===== config.mk =====
export PLATFORM = sky130hd
export DESIGN_NAME = bcd_rtc
export DESIGN_NICKNAME = d
export VERILOG_FILES = /design/src/rtl/bcd_rtc.sv
export SDC_FILE = /design/constraint.sdc
export NUM_CORES = 1
export LEC_CHECK = 0
export ABC_CLOCK_PERIOD_IN_PS = 11450
export BUFFER_PORTS_ARGS = -buffer_cell sky130_fd_sc_hd__buf_4
export CAP_MARGIN = 20
export CORE_MARGIN = 4
export CORE_UTILIZATION = 40
export CTS_CLUSTER_DIAMETER = 80
export CTS_CLUSTER_SIZE = 30
export DETAILED_ROUTE_END_ITERATION = 10
export GPL_TIMING_DRIVEN = 0
export SYNTH_ARGS = -nofsm -noshare
export SYNTH_HDL_FRONTEND = slang
export SYNTH_SLANG_ARGS = --single-unit
export TNS_END_PERCENT = 50

===== constraint.sdc =====
create_clock -name clk -period 11.45 [get_ports clk]
set_input_delay 1.7175 -clock clk [delete_from_list [all_inputs] [get_ports clk]]
set_output_delay 1.7175 -clock clk [all_outputs]
set_load 0.01 [all_outputs]

===== src/rtl/bcd_rtc.sv =====
module bcd_rtc (
  input  logic       clk,
  input  logic       rst_n,
  input  logic       tick,
  input  logic       wr_en,
  input  logic [4:0] addr,
  input  logic [7:0] wr_data,
  output logic [7:0] rd_data,
  output logic       irq
);
  localparam logic [4:0] A_LAST_TIME  = 5'h06;
  localparam logic [4:0] A_LAST_ALARM = 5'h0C;
  localparam logic [4:0] A_CTRL       = 5'h0D;
  localparam logic [4:0] A_STAT       = 5'h0E;
  localparam logic [4:0] A_IEN        = 5'h0F;

  logic [7:0] tm_q [7];
  logic [7:0] sh_q [7];
  logic [7:0] al_q [6];
  logic [7:0] nx   [7];
  logic       run_q, alm_q, pwr_q, irq_q;
  logic [3:0] ie_q, ev_q;

  function automatic logic [7:0] bcd_inc(input logic [7:0] v, input logic [7:0] top,
                                         input logic [7:0] base);
    if (v >= top) return base;
    if (v[3:0] >= 4'd9) return {v[7:4] + 4'd1, 4'd0};
    return v + 8'd1;
  endfunction

  wire        step = tick & run_q;
  wire [7:0]  yr   = tm_q[5];
  wire [7:0]  mon  = tm_q[4];
  wire        leap = yr[4] ? (yr[3:0] == 4'd2 || yr[3:0] == 4'd6)
                           : (yr[3:0] == 4'd0 || yr[3:0] == 4'd4 || yr[3:0] == 4'd8);
  wire [7:0]  mdays = (mon == 8'h02) ? (leap ? 8'h29 : 8'h28) :
                      (mon == 8'h04 || mon == 8'h06 || mon == 8'h09 || mon == 8'h11) ? 8'h30 : 8'h31;

  wire c_min = tm_q[0] >= 8'h59;
  wire c_hr  = c_min & (tm_q[1] >= 8'h59);
  wire c_day = c_hr  & (tm_q[2] >= 8'h23);
  wire c_mon = c_day & (tm_q[3] >= mdays);
  wire c_yr  = c_mon & (mon >= 8'h12);

  always_comb begin
    nx[0] = bcd_inc(tm_q[0], 8'h59, 8'h00);
    nx[1] = c_min ? bcd_inc(tm_q[1], 8'h59, 8'h00) : tm_q[1];
    nx[2] = c_hr  ? bcd_inc(tm_q[2], 8'h23, 8'h00) : tm_q[2];
    nx[3] = c_day ? bcd_inc(tm_q[3], mdays, 8'h01) : tm_q[3];
    nx[4] = c_mon ? bcd_inc(tm_q[4], 8'h12, 8'h01) : tm_q[4];
    nx[5] = c_yr  ? bcd_inc(tm_q[5], 8'h99, 8'h00) : tm_q[5];
    nx[6] = c_day ? ((tm_q[6] >= 8'd6) ? 8'd0 : tm_q[6] + 8'd1) : tm_q[6];
  end

  wire match = (nx[0] == al_q[0]) && (nx[1] == al_q[1]) && (nx[2] == al_q[2]) &&
               (nx[3] == al_q[3]) && (nx[4] == al_q[4]) && (nx[5] == al_q[5]);

  logic thit;
  always_comb begin
    case (ie_q[1:0])
      2'd0:    thit = 1'b1;
      2'd1:    thit = c_min;
      2'd2:    thit = c_hr;
      default: thit = c_day;
    endcase
  end

  wire [2:0] al_idx = 3'(addr - 5'd7);
  wire       wr_tm  = wr_en && (addr <= A_LAST_TIME);
  wire       wr_al  = wr_en && (addr > A_LAST_TIME) && (addr <= A_LAST_ALARM);
  wire       wr_ctl = wr_en && (addr == A_CTRL);
  wire [7:0] clr    = (wr_en && addr == A_STAT) ? wr_data : 8'd0;

  always_ff @(posedge clk or negedge rst_n) begin
    if (!rst_n) begin
      for (int i = 0; i < 7; i++) begin
        tm_q[i] <= (i == 3 || i == 4) ? 8'h01 : 8'h00;
        sh_q[i] <= (i == 3 || i == 4) ? 8'h01 : 8'h00;
      end
      for (int i = 0; i < 6; i++) al_q[i] <= 8'h00;
      run_q <= 1'b0;
      ie_q  <= 4'd0;
      ev_q  <= 4'd0;
      alm_q <= 1'b0;
      pwr_q <= 1'b1;
      irq_q <= 1'b0;
    end else begin
      if (step)
        for (int i = 0; i < 7; i++) tm_q[i] <= nx[i];
      if (wr_tm) tm_q[addr[2:0]] <= wr_data;
      if (wr_al) al_q[al_idx] <= wr_data;
      if (wr_ctl) begin
        run_q <= wr_data[0];
        if (wr_data[6])
          for (int i = 0; i < 7; i++) sh_q[i] <= tm_q[i];
      end
      if (wr_en && addr == A_IEN) ie_q <= wr_data[3:0];
      ev_q  <= (ev_q & ~clr[5:2]) | (step ? {c_day, c_hr, c_min, 1'b1} : 4'd0);
      alm_q <= (alm_q & ~clr[6]) | (step & match);
      pwr_q <= pwr_q & ~clr[7];
      irq_q <= step & ((ie_q[2] & thit) | (ie_q[3] & match));
    end
  end

  always_comb begin
    rd_data = 8'd0;
    if (addr <= A_LAST_TIME)       rd_data = sh_q[addr[2:0]];
    else if (addr <= A_LAST_ALARM) rd_data = al_q[al_idx];
    else if (addr == A_CTRL)       rd_data = {7'd0, run_q};
    else if (addr == A_STAT)       rd_data = {pwr_q, alm_q, ev_q, run_q, 1'b0};
    else if (addr == A_IEN)        rd_data = {4'd0, ie_q};
  end

  assign irq = irq_q;

  wire [7:0] sec_q = tm_q[0];

  assert_stop_holds_R2: assert property (@(posedge clk) disable iff (!rst_n)
    (!run_q && !(wr_en && addr == 5'd0)) |=> $stable(sec_q));

  assert_irq_after_tick_R9: assert property (@(posedge clk) disable iff (!rst_n)
    irq |-> $past(step));

  assert_alarm_from_tick_R8: assert property (@(posedge clk) disable iff (!rst_n)
    $rose(alm_q) |-> $past(step));

  assert_day_event_R7: assert property (@(posedge clk) disable iff (!rst_n)
    $rose(ev_q[3]) |-> $past(step && tm_q[2] == 8'h23));

  assert_pwr_clear_R11: assert property (@(posedge clk) disable iff (!rst_n)
    (wr_en && addr == A_STAT && wr_data[7]) |=> !pwr_q);

  assert_pwr_no_reset_R11: assert property (@(posedge clk) disable iff (!rst_n)
    !pwr_q |=> !pwr_q);
endmodule


# Word level (Yosys, flattened, before mapping)
# Cells that the tools add are included.
classes:
  n_addsub: 14
  order_cmp: 20
  n_eq_ne: 20
  muxes: 75
  n_bitwise: 20
  n_reduce_logical: 22
op_table:
  columns: ["op", "n"]
  rows:
  - ["8-bit two-way mux", 42]
  - ["56-bit two-way mux", 2]
  - ["8-bit by 1-bit adder with 8-bit output, second input constant", 7]
  - ["56-bit bitwise mux", 1]
  - ["8-bit binary-select mux with 3-bit select", 2]
  - ["48-bit bitwise mux", 1]
  - ["8-bit demux with 3-bit select", 2]
  - ["8-bit equality test", 6]
  - ["4-bit >= comparator, second input constant", 8]
  - ["4-bit by 1-bit adder with 4-bit output, second input constant", 6]
  - ["1-bit two-way mux", 21]
  - ["8-bit by 3-bit equality test with 1-bit output, second input constant", 2]
  - ["8-bit by 7-bit >= comparator with 1-bit output, second input constant", 2]
  - ["5-bit by 4-bit equality test with 1-bit output, second input constant", 3]
  - ["1-bit logical AND", 13]
  - ["1-bit bitwise AND", 11]
  - ["4-bit by 3-bit equality test with 1-bit output, second input constant", 2]
  - ["8-bit by 2-bit equality test with 1-bit output, second input constant", 1]
  - ["8-bit by 4-bit equality test with 1-bit output, second input constant", 1]
  - ["8-bit by 5-bit equality test with 1-bit output, second input constant", 1]
  - ["8-bit by 3-bit >= comparator with 1-bit output, second input constant", 1]
  - ["8-bit by 5-bit >= comparator with 1-bit output, second input constant", 1]
  - ["8-bit by 6-bit >= comparator with 1-bit output", 1]
  - ["8-bit by 6-bit >= comparator with 1-bit output, second input constant", 1]
  - ["other kinds (23)", 33]
word_totals:
  ff_bits: 172
  input_bits: 17
  out_inout_bits: 9

# Depth between registers and ports, before layout
# Gate-level depths: netlist of the first run.
depth:
  depth_word: 19
  mapped_depth: 17
  ltp_nobuf: 16

# Least setup slack after synthesis of the first run
# No wires, ideal clock.
synth_timing:
  path_type: "input -> output"
  start: "in addr[1]"
  end: "out rd_data[4]"
  arrival_time_ns: 3.963
  required_time_ns: 9.733
  slack_ns: 5.769
  stages: 8
  n_path_buf: 2
  cell_sequence: "clkbuf_1 buf_1 inv_1 ha_1 or4_1 nor2_1 a21oi_1 a21oi_1"
synth_between:
  elab_chain_len: 7
  elab_cells_between_ends: 17
  cone_classes: "1 x add/sub; 2 x order compare; 2 x eq/ne; 10 x mux; 2 x bitwise"
synth_lines:
  columns: ["element", "line_no", "text"]
  rows:
  - ["start, declared", "6", "input logic [4:0] addr,"]
  - ["3-bit subtractor", "68", "wire [2:0] al_idx = 3'(addr - 5'd7);"]
  - ["3-bit inverter with 4-bit output (not written as such)", "108", "else if (addr <= A_LAST_ALARM) rd_data = al_q[al_idx];"]
  - ["8-bit binary-select mux with 3-bit select", "108", null]
  - ["8-bit two-way mux (not written as such) (2 in a row)", "108", null]
  - ["8-bit two-way mux", "108", null]
  - ["8-bit two-way mux *", "107", "if (addr <= A_LAST_TIME) rd_data = sh_q[addr[2:0]];"]
  - ["end, declared", "8", "output logic [7:0] rd_data,"]
# Every way passes the cells marked *; elsewhere a longest branch is shown, timed or not. The select of a mux whose other input is x is not followed.

# Worst setup path after layout of the first run
layout_timing:
  start: "in addr[0]"
  end: "out rd_data[2]"
# The elaborated chain is that of the path after synthesis.

==> flow_metrics.py, run 1 <==
metrics = {
    "status": {
        "status": "finished, final reports clean",
    },
    "synthesis": {
        "ys_types": 76,
        "netlist_area_sq_mm": 0.01095,
        "syn_nets": 1273,
        "synth-edff-count": 0,
        "ys_seq_elements": 172,
        "syn_area_per_cell_sq_um": 9.016,
        "synth_ff_type": "dfrtp_1",
        "async_reset_ff_share_pct": 100.0,
        "synthCells": 1215,
        "yosysSeqAreaShare_pct": 39.35,
        "synth-warning-count": 0,
    },
    "clocking": {
        "ctsHtreeMaxLevel": 4,
        "cts_setup_buffers": 0,
        "path_clk_slew_ns": 0.08,
        "clockBufferDepth": 2,
        "cts_tree": "done",
        "hold_buffers": 0,
        "cts_buffers": 17,
        "cts_root_buf": "clkbuf_16",
        "ctsResizeCount": 0,
        "clock_latency_ns": 0.45,
        "cts.sinks": 172,
    },
    "drt": {
        "first_pass_iters": 6,
        "viasPerCell": 6.327,
        "vias": 10230,
        "route.detailed.drc": 0,
        "drt_iter0_drc": 1402,
        "avgRoutedWirePerCell_um": 26.28,
        "route.antenna.remaining_nets": 0,
        "routed_wl_um": 42470,
    },
    "placed_design": {
        "portBuffers": 22,
        "place_ws_ns": 4.523,
        "dpl.hpwl_um": 32000,
        "placed_cells": 1582,
        "dpl-instance-area_sq_mm": 0.01161,
        "gp_congestion": 0.9749,
    },
    "setup_path": {
        "r2r-end": "irq",
        "r2r_start": "mon[5]",
        "r2r_cells": 16,
        "worstPathRequired_ns": 9.73,
        "r2r_slack_ns": 5.95,
        "cp-end-kind": "output port",
        "critPathMaxFanout": 10,
        "startpoint_type": "input port",
        "crit_type": "input port to output port",
        "worst_ep_arrival_time_ns": 5.35,
    },
    "layout": {
        "drive_above_1_share_pct": 13.42,
        "fin_cells": 1616,
        "final_cell_mix": "167 x dfrtp_1, 160 x nand2_1, 105 x nor2_1",
        "layout.nets": 1319,
        "design_area_sq_mm": 0.01224,
        "final_common_cell": "dfrtp_1",
        "finish.utilization_pct": 45.41,
        "areaGrowthSynthToFinish_pct": 11.73,
    },
    "floorplan": {
        "die-width_um": 173.5,
        "start_util_pct": 40.65,
        "rows": 60,
        "fp.dieH_um": 173.5,
        "num_io_pins": 26,
        "core_area_sq_mm": 0.02695,
        "die-area_sq_mm": 0.03010,
    },
    "timing": {
        "setup_violations": 0,
        "fin_crit_sh_pct": 61.74,
        "hold_viol": 0,
        "max_freq_ghz": 0.1415,
        "finalCriticalPeriod_ns": 7.069,
        "setup_ws_ns": 4.381,
        "tns_ns": 0,
        "grt_setup_unrepaired": "no",
        "timing.clock.skew_ns": 0.01655,
        "relSlewSlack_pct": 16.97,
        "drv_slew": 0,
        "worst_pin_slew_ns": 1.245,
        "whs_ns": 0.4845,
    },
    "pwr": {
        "p_per_area_mw_per_mm2": 224.0,
        "leakagePower_nw": 5.133,
        "max-vdd-ir-drop_v": 0.0001210,
        "p_total_mw": 2.742,
    },
    "grt": {
        "grt_remaining_overflow": 0,
        "grt_antenna_before_repair": 1,
        "grt_max_degree": 114,
        "track_usage_pct": 27.91,
        "grt_pass1_vias": 9765,
        "grt_pass1_wl_um": 63590,
    },
    "worst_hold_path": {
        "hold-path-endpoint": "sh_q[31]",
        "min-delay-start": "sh_q[31]",
        "min_path_type": "flop to flop",
        "holdPathStages": 2,
    },
    "flow_run": {
        "drv_cap": 0,
    },
}
[logic make-up after synthesis]
family | after synthesis | synth area share, %
mux | 112 | 12.43
simple gates | 413 | 17.70
buf+inv | 114 | 4.158
flops | 172 | 39.35
xor+xnor | 33 | 2.639
compound gates | 330 | 19.04
fa+ha+maj | 41 | 4.683
[cells in the mapped netlist (6+ instances only)]
| master | count | area [sq um] |
|---|---|---|
| dfrtp_1 | 167 | 4179 |
| nand2_1 | 160 | 600.6 |
| nor2_1 | 105 | 394.1 |
| o21ai_0 | 98 | 490.5 |
| a21oi_1 | 94 | 470.5 |
| mux2_2 | 72 | 810.8 |
| clkbuf_1 | 52 | 195.2 |
| inv_1 | 50 | 187.7 |
| ha_1 | 41 | 513.0 |
| mux2i_1 | 28 | 280.3 |
| nor3_1 | 25 | 125.1 |
| nand3_1 | 24 | 120.1 |
| xnor2_1 | 21 | 183.9 |
| a22oi_1 | 14 | 105.1 |
| a211oi_1 | 13 | 97.59 |
| mux4_2 | 12 | 270.3 |
| nand4_1 | 12 | 75.07 |
| nor2b_1 | 12 | 75.07 |
| xor2_1 | 12 | 105.1 |
| a31oi_1 | 11 | 68.82 |
| nor4_1 | 11 | 68.82 |
| o211ai_1 | 11 | 82.58 |
| o31ai_1 | 10 | 75.07 |
| and3_1 | 9 | 56.30 |
| o22ai_1 | 8 | 50.05 |
| a221oi_1 | 7 | 61.31 |
| a32oi_1 | 7 | 61.31 |
| buf_1 | 7 | 26.28 |
| or3_1 | 7 | 43.79 |
| nand2b_1 | 6 | 37.54 |
[power by group]
part | leakage [nW] | internal, mW | switching (mW)
sequential | 2.18 | 0.763 | 0.235
clock | 0.303 | 0.318 | 0.310
combinational | 2.65 | 0.427 | 0.688
total | 5.13 | 1.51 | 1.23
[area by class of cell]
class / count / area (sq um)
Sequential cell: 172 / 4310
Inverter: 50 / 187.7
Multi-Input combinational cell: 929 / 6188
Tap cell: 341 / 426.7
Clock inverter: 15 / 191.4
Clock buffer: 17 / 425.4
Timing Repair Buffer: 27 / 239.0
Antenna cell: 1 / 2.502
Fill cell: 2646 / 14710
Buffer: 64 / 267.8
[routing by layer]
metal / GRT usage [%] / share of wire (%) / vias up / wire (um)
met5: 0 / 0.038 / - / 16
met4: 10.24 / 4.4 / 2 / 1850
met3: 6.652 / 9.3 / 112 / 3955
met2: 42.31 / 44 / 541 / 18560
li1: - / - / 4506 / -
met1: 39.04 / 43 / 5064 / 18090
[flip-flops by register name, summed over array words and instances (netlist names)]
signal,count
mon,8
yr,8
irq,1
sh_q,56
sec_q,8
alm_q,1
run_q,1
al_q,48
pwr_q,1
ie_q,4
ev_q,4
tm_q,32
[critical path, cell delays in order]
cell and delay [ns]:
buf_4 0.10, clkbuf_1 0.58, clkbuf_1 0.65, buf_1 0.88, mux2i_1 0.50, o22ai_1 0.23, a2111oi_0 0.44, nor2_1 0.09
buf_4 0.15
[how the worst max path moves through the flow]
stage / end / slack (ns) / start / cells after the start
6_report: rd_data[2] / 4.38 / addr[0] / 9
5_1_grt: rd_data[2] / 4.24 / addr[0] / 9
4_1_cts: rd_data[2] / 4.52 / addr[0] / 9
3_5_place_dp: rd_data[2] / 4.52 / addr[0] / 9
3_3_place_gp: rd_data[2] / 4.51 / addr[0] / 9
2_1_floorplan: rd_data[4] / 5.77 / addr[1] / 8
(Power assumes the default switching activity.)
==> run 2, diff against run 1 <==
ABC_AREA = 1   (was not set)
ABC_CLOCK_PERIOD_IN_PS = 6910   (was 11450)
clock period = 6.91 ns   (was 11.45 ns; I/O delays follow)
==> flow_metrics.py, run 2 <==
metrics = {
    "pwr": {
        "pwr-share-comb_pct": 45.3,
        "p_per_area_mw_per_mm2": 380.4,
        "swShare_pct": 46.75,
        "max-vdd-ir-drop_v": 0.0001700,
        "p_sw_mw": 2.211,
        "intPower_mw": 2.518,
        "power_frac_clock_pct": 20.3,
        "leakagePower_nw": 5.967,
        "p_total_mw": 4.729,
        "pwr-share-seq_pct": 34.5,
    },
    "floorplan": {
        "num_io_pins": 26,
        "rows": 60,
        "fp.dieH_um": 175.2,
        "core_area_sq_mm": 0.02725,
        "die-width_um": 175.2,
        "start_util_pct": 41.05,
        "die-area_sq_mm": 0.03070,
    },
    "clocking": {
        "ctsResizeCount": 0,
        "clock_latency_ns": 0.45,
        "hold_buffers": 0,
        "cts_setup_buffers": 0,
        "cts_buffers": 17,
        "cts_root_buf": "clkbuf_16",
        "ctsHtreeMaxLevel": 4,
        "clockBufferDepth": 2,
        "cts_tree": "done",
        "cts.sinks": 172,
        "path_clk_slew_ns": 0.07,
    },
    "grt": {
        "track_usage_pct": 26.26,
        "grt_remaining_overflow": 0,
        "use_met1_pct": 37.68,
        "grt_antenna_before_repair": 0,
        "grtUsageMet2_pct": 39.02,
        "met3_usage_pct": 5.214,
        "grt_max_degree": 115,
        "busiest_layer": "met2",
        "grt_pass1_wl_um": 61440,
        "grt_pass1_vias": 10320,
    },
    "drt": {
        "viasPerCell": 5.602,
        "drt_iter0_drc": 1252,
        "avgRoutedWirePerCell_um": 20.26,
        "first_pass_iters": 5,
        "route.antenna.remaining_nets": 0,
        "route.detailed.drc": 0,
        "routed_wl_um": 40340,
        "vias": 11150,
    },
    "worst_hold_path": {
        "min_path_type": "flop to flop",
        "holdPathStages": 2,
    },
    "synthesis": {
        "yosysTopAreaCellShare_pct": 37.36,
        "async_reset_ff_share_pct": 100.0,
        "yosysTopAreaCell": "dfrtp_1",
        "synth-edff-count": 0,
        "ys_seq_elements": 172,
        "synthTopCellsByArea": "dfrtp_1 37%, nand2_1 14%, o21ai_0 8.7%",
        "synthTopCellsByCount": "428 x nand2_1, 195 x o21ai_0, 174 x inv_1, 167 x dfrtp_1, 116 x nand3_1",
        "yosysSeqAreaShare_pct": 38.53,
        "syn_nets": 1620,
        "netlist_area_sq_mm": 0.01119,
        "synth_ff_type": "dfrtp_1",
        "synth_most_common_cell": "nand2_1",
        "syn_area_per_cell_sq_um": 7.161,
        "synthCells": 1562,
        "synth-warning-count": 0,
        "ys_types": 47,
    },
    "layout": {
        "layout.nets": 1664,
        "top_regs": "sh_q x56, al_q x48, tm_q x32",
        "diodes": 0,
        "final_common_cell": "nand2_1",
        "drive_above_1_share_pct": 7.350,
        "largest_register_ffs": 56,
        "fin_cells": 1991,
        "final_cell_mix": "428 x nand2_1, 195 x o21ai_0, 174 x inv_1",
        "largest-register": "sh_q",
        "areaGrowthSynthToFinish_pct": 11.14,
        "design_area_sq_mm": 0.01243,
    },
    "setup_path": {
        "worstPathCellList": "buf_4 > inv_1 > clkbuf_1 > buf_1 > ha_1 > inv_1 > nor3_1 > inv_1 > o22ai_1 > a2111oi_0 > o21ai_0 > o22a_1 > buf_4",
        "slowest_delay_ns": 0.55,
        "startpoint_type": "input port",
        "worstPathRequired_ns": 5.87,
        "crit_type": "input port to output port",
        "cp-end-kind": "output port",
        "crit_top_cell": "inv_1",
        "r2r_cells": 21,
        "crit_slowest_cell": "a2111oi_0",
        "worst_ep_arrival_time_ns": 4.44,
        "critPathMaxFanout": 10,
    },
    "timing": {
        "fin_crit_sh_pct": 79.18,
        "relSlewSlack_pct": 28.16,
        "tns_ns": 0,
        "grt_setup_unrepaired": "no",
        "finalCriticalPeriod_ns": 5.472,
        "timing.clock.skew_ns": 0.01908,
        "max_freq_ghz": 0.1828,
        "drv_slew": 0,
        "whs_ns": 0.4804,
        "worst_pin_slew_ns": 1.078,
        "setup_violations": 0,
        "hold_viol": 0,
    },
    "placed_design": {
        "dpl-instance-area_sq_mm": 0.01187,
        "gp_congestion": 0.9738,
        "placed_cells": 1959,
        "dpl.hpwl_um": 30840,
        "portBuffers": 24,
    },
    "status": {
        "status": "finished, final reports clean",
    },
    "flow_run": {
        "drv_cap": 0,
    },
}
## run 2: cell types whose count changed after synthesis, sizes merged, moves of 13 or more
cell | previous run | this run
nor3 | 26 | 7
nand2 | 160 | 442
a21oi | 95 | 67
inv | 50 | 183
xnor2 | 21 | 5
mux2 | 72 | 5
nand3 | 24 | 125
o21ai | 98 | 197
mux2i | 28 | 0
o22ai | 8 | 36
a211oi | 13 | 0
## run 2: cells by family (layout without fill, tap and decap cells)
| family | Yosys count | after routing | share of synthesized area [%] |
|---|---|---|---|
| AO/OA/AOI/OAI | 356 | 356 | 17.92 |
| XOR/XNOR | 26 | 26 | 2.036 |
| adder cells (fa/ha/maj) | 41 | 41 | 4.586 |
| buffers and inverters | 244 | 301 | 8.568 |
| flip-flops | 172 | 172 | 38.53 |
| multiplexers | 5 | 5 | 0.5033 |
| AND/OR/NAND/NOR | 718 | 718 | 27.85 |
## run 2: final cells by class
type,instances,area [sq um]
Buffer,60,267.8
Fill cell,2828,14820
Clock buffer,17,425.4
Tap cell,372,465.4
Timing Repair Buffer,25,215.2
Sequential cell,172,4310
Clock inverter,15,140.1
Multi-Input combinational cell,1146,5917
Inverter,184,690.7
## run 2: critical path, delay by kind of cell
kind	cells	cell delay, ns
compound gates	4	1.27
fa+ha+maj	1	0.39
buf+inv	7	1.65
simple gates	1	0.08
## run 2: per-layer routing
metal	up-vias	share of wire (%)
met5	-	0
met4	0	3.9
met3	83	8.2
met2	508	43
met1	5291	45
li1	5271	-
## run 2: through the flow
step                      utilization [%]  setup WS (ns)
after global placement              43.42          1.667
after global routing                45.62          1.243
after CTS                           45.62          1.624
final                               45.62          1.438
after floorplan                         -          2.802
after detailed placement            43.54          1.612
## run 2: power by group through the flow
| stage | combinational [mW] | sequential [mW] | clock [mW] |
|---|---|---|---|
| 3_5_place_dp | 2.09 | 1.64 | 0 |
| 5_1_grt | 2.42 | 1.67 | 1.01 |
| 4_1_cts | 2.10 | 1.62 | 0.969 |
| 6_report | 2.14 | 1.63 | 0.958 |
| 3_3_place_gp | 2.06 | 1.63 | 0 |
| 2_1_floorplan | 1.54 | 1.52 | 0 |
## run 2: final timing paths
| path | startpoint | endpoint | slack, ns |
|---|---|---|---|
| setup / recovery | addr[0] | rd_data[5] | 1.44 |
| hold / removal | pwr_q | pwr_q | 0.48 |
| setup reg to reg | mon[5] | irq | 2.95 |
| hold reg to reg | pwr_q | pwr_q | 0.48 |
| max in group asynchronous | rst_n | al_q[36] | 5.45 |
| min in group asynchronous | rst_n | sh_q[17] | 0.51 |
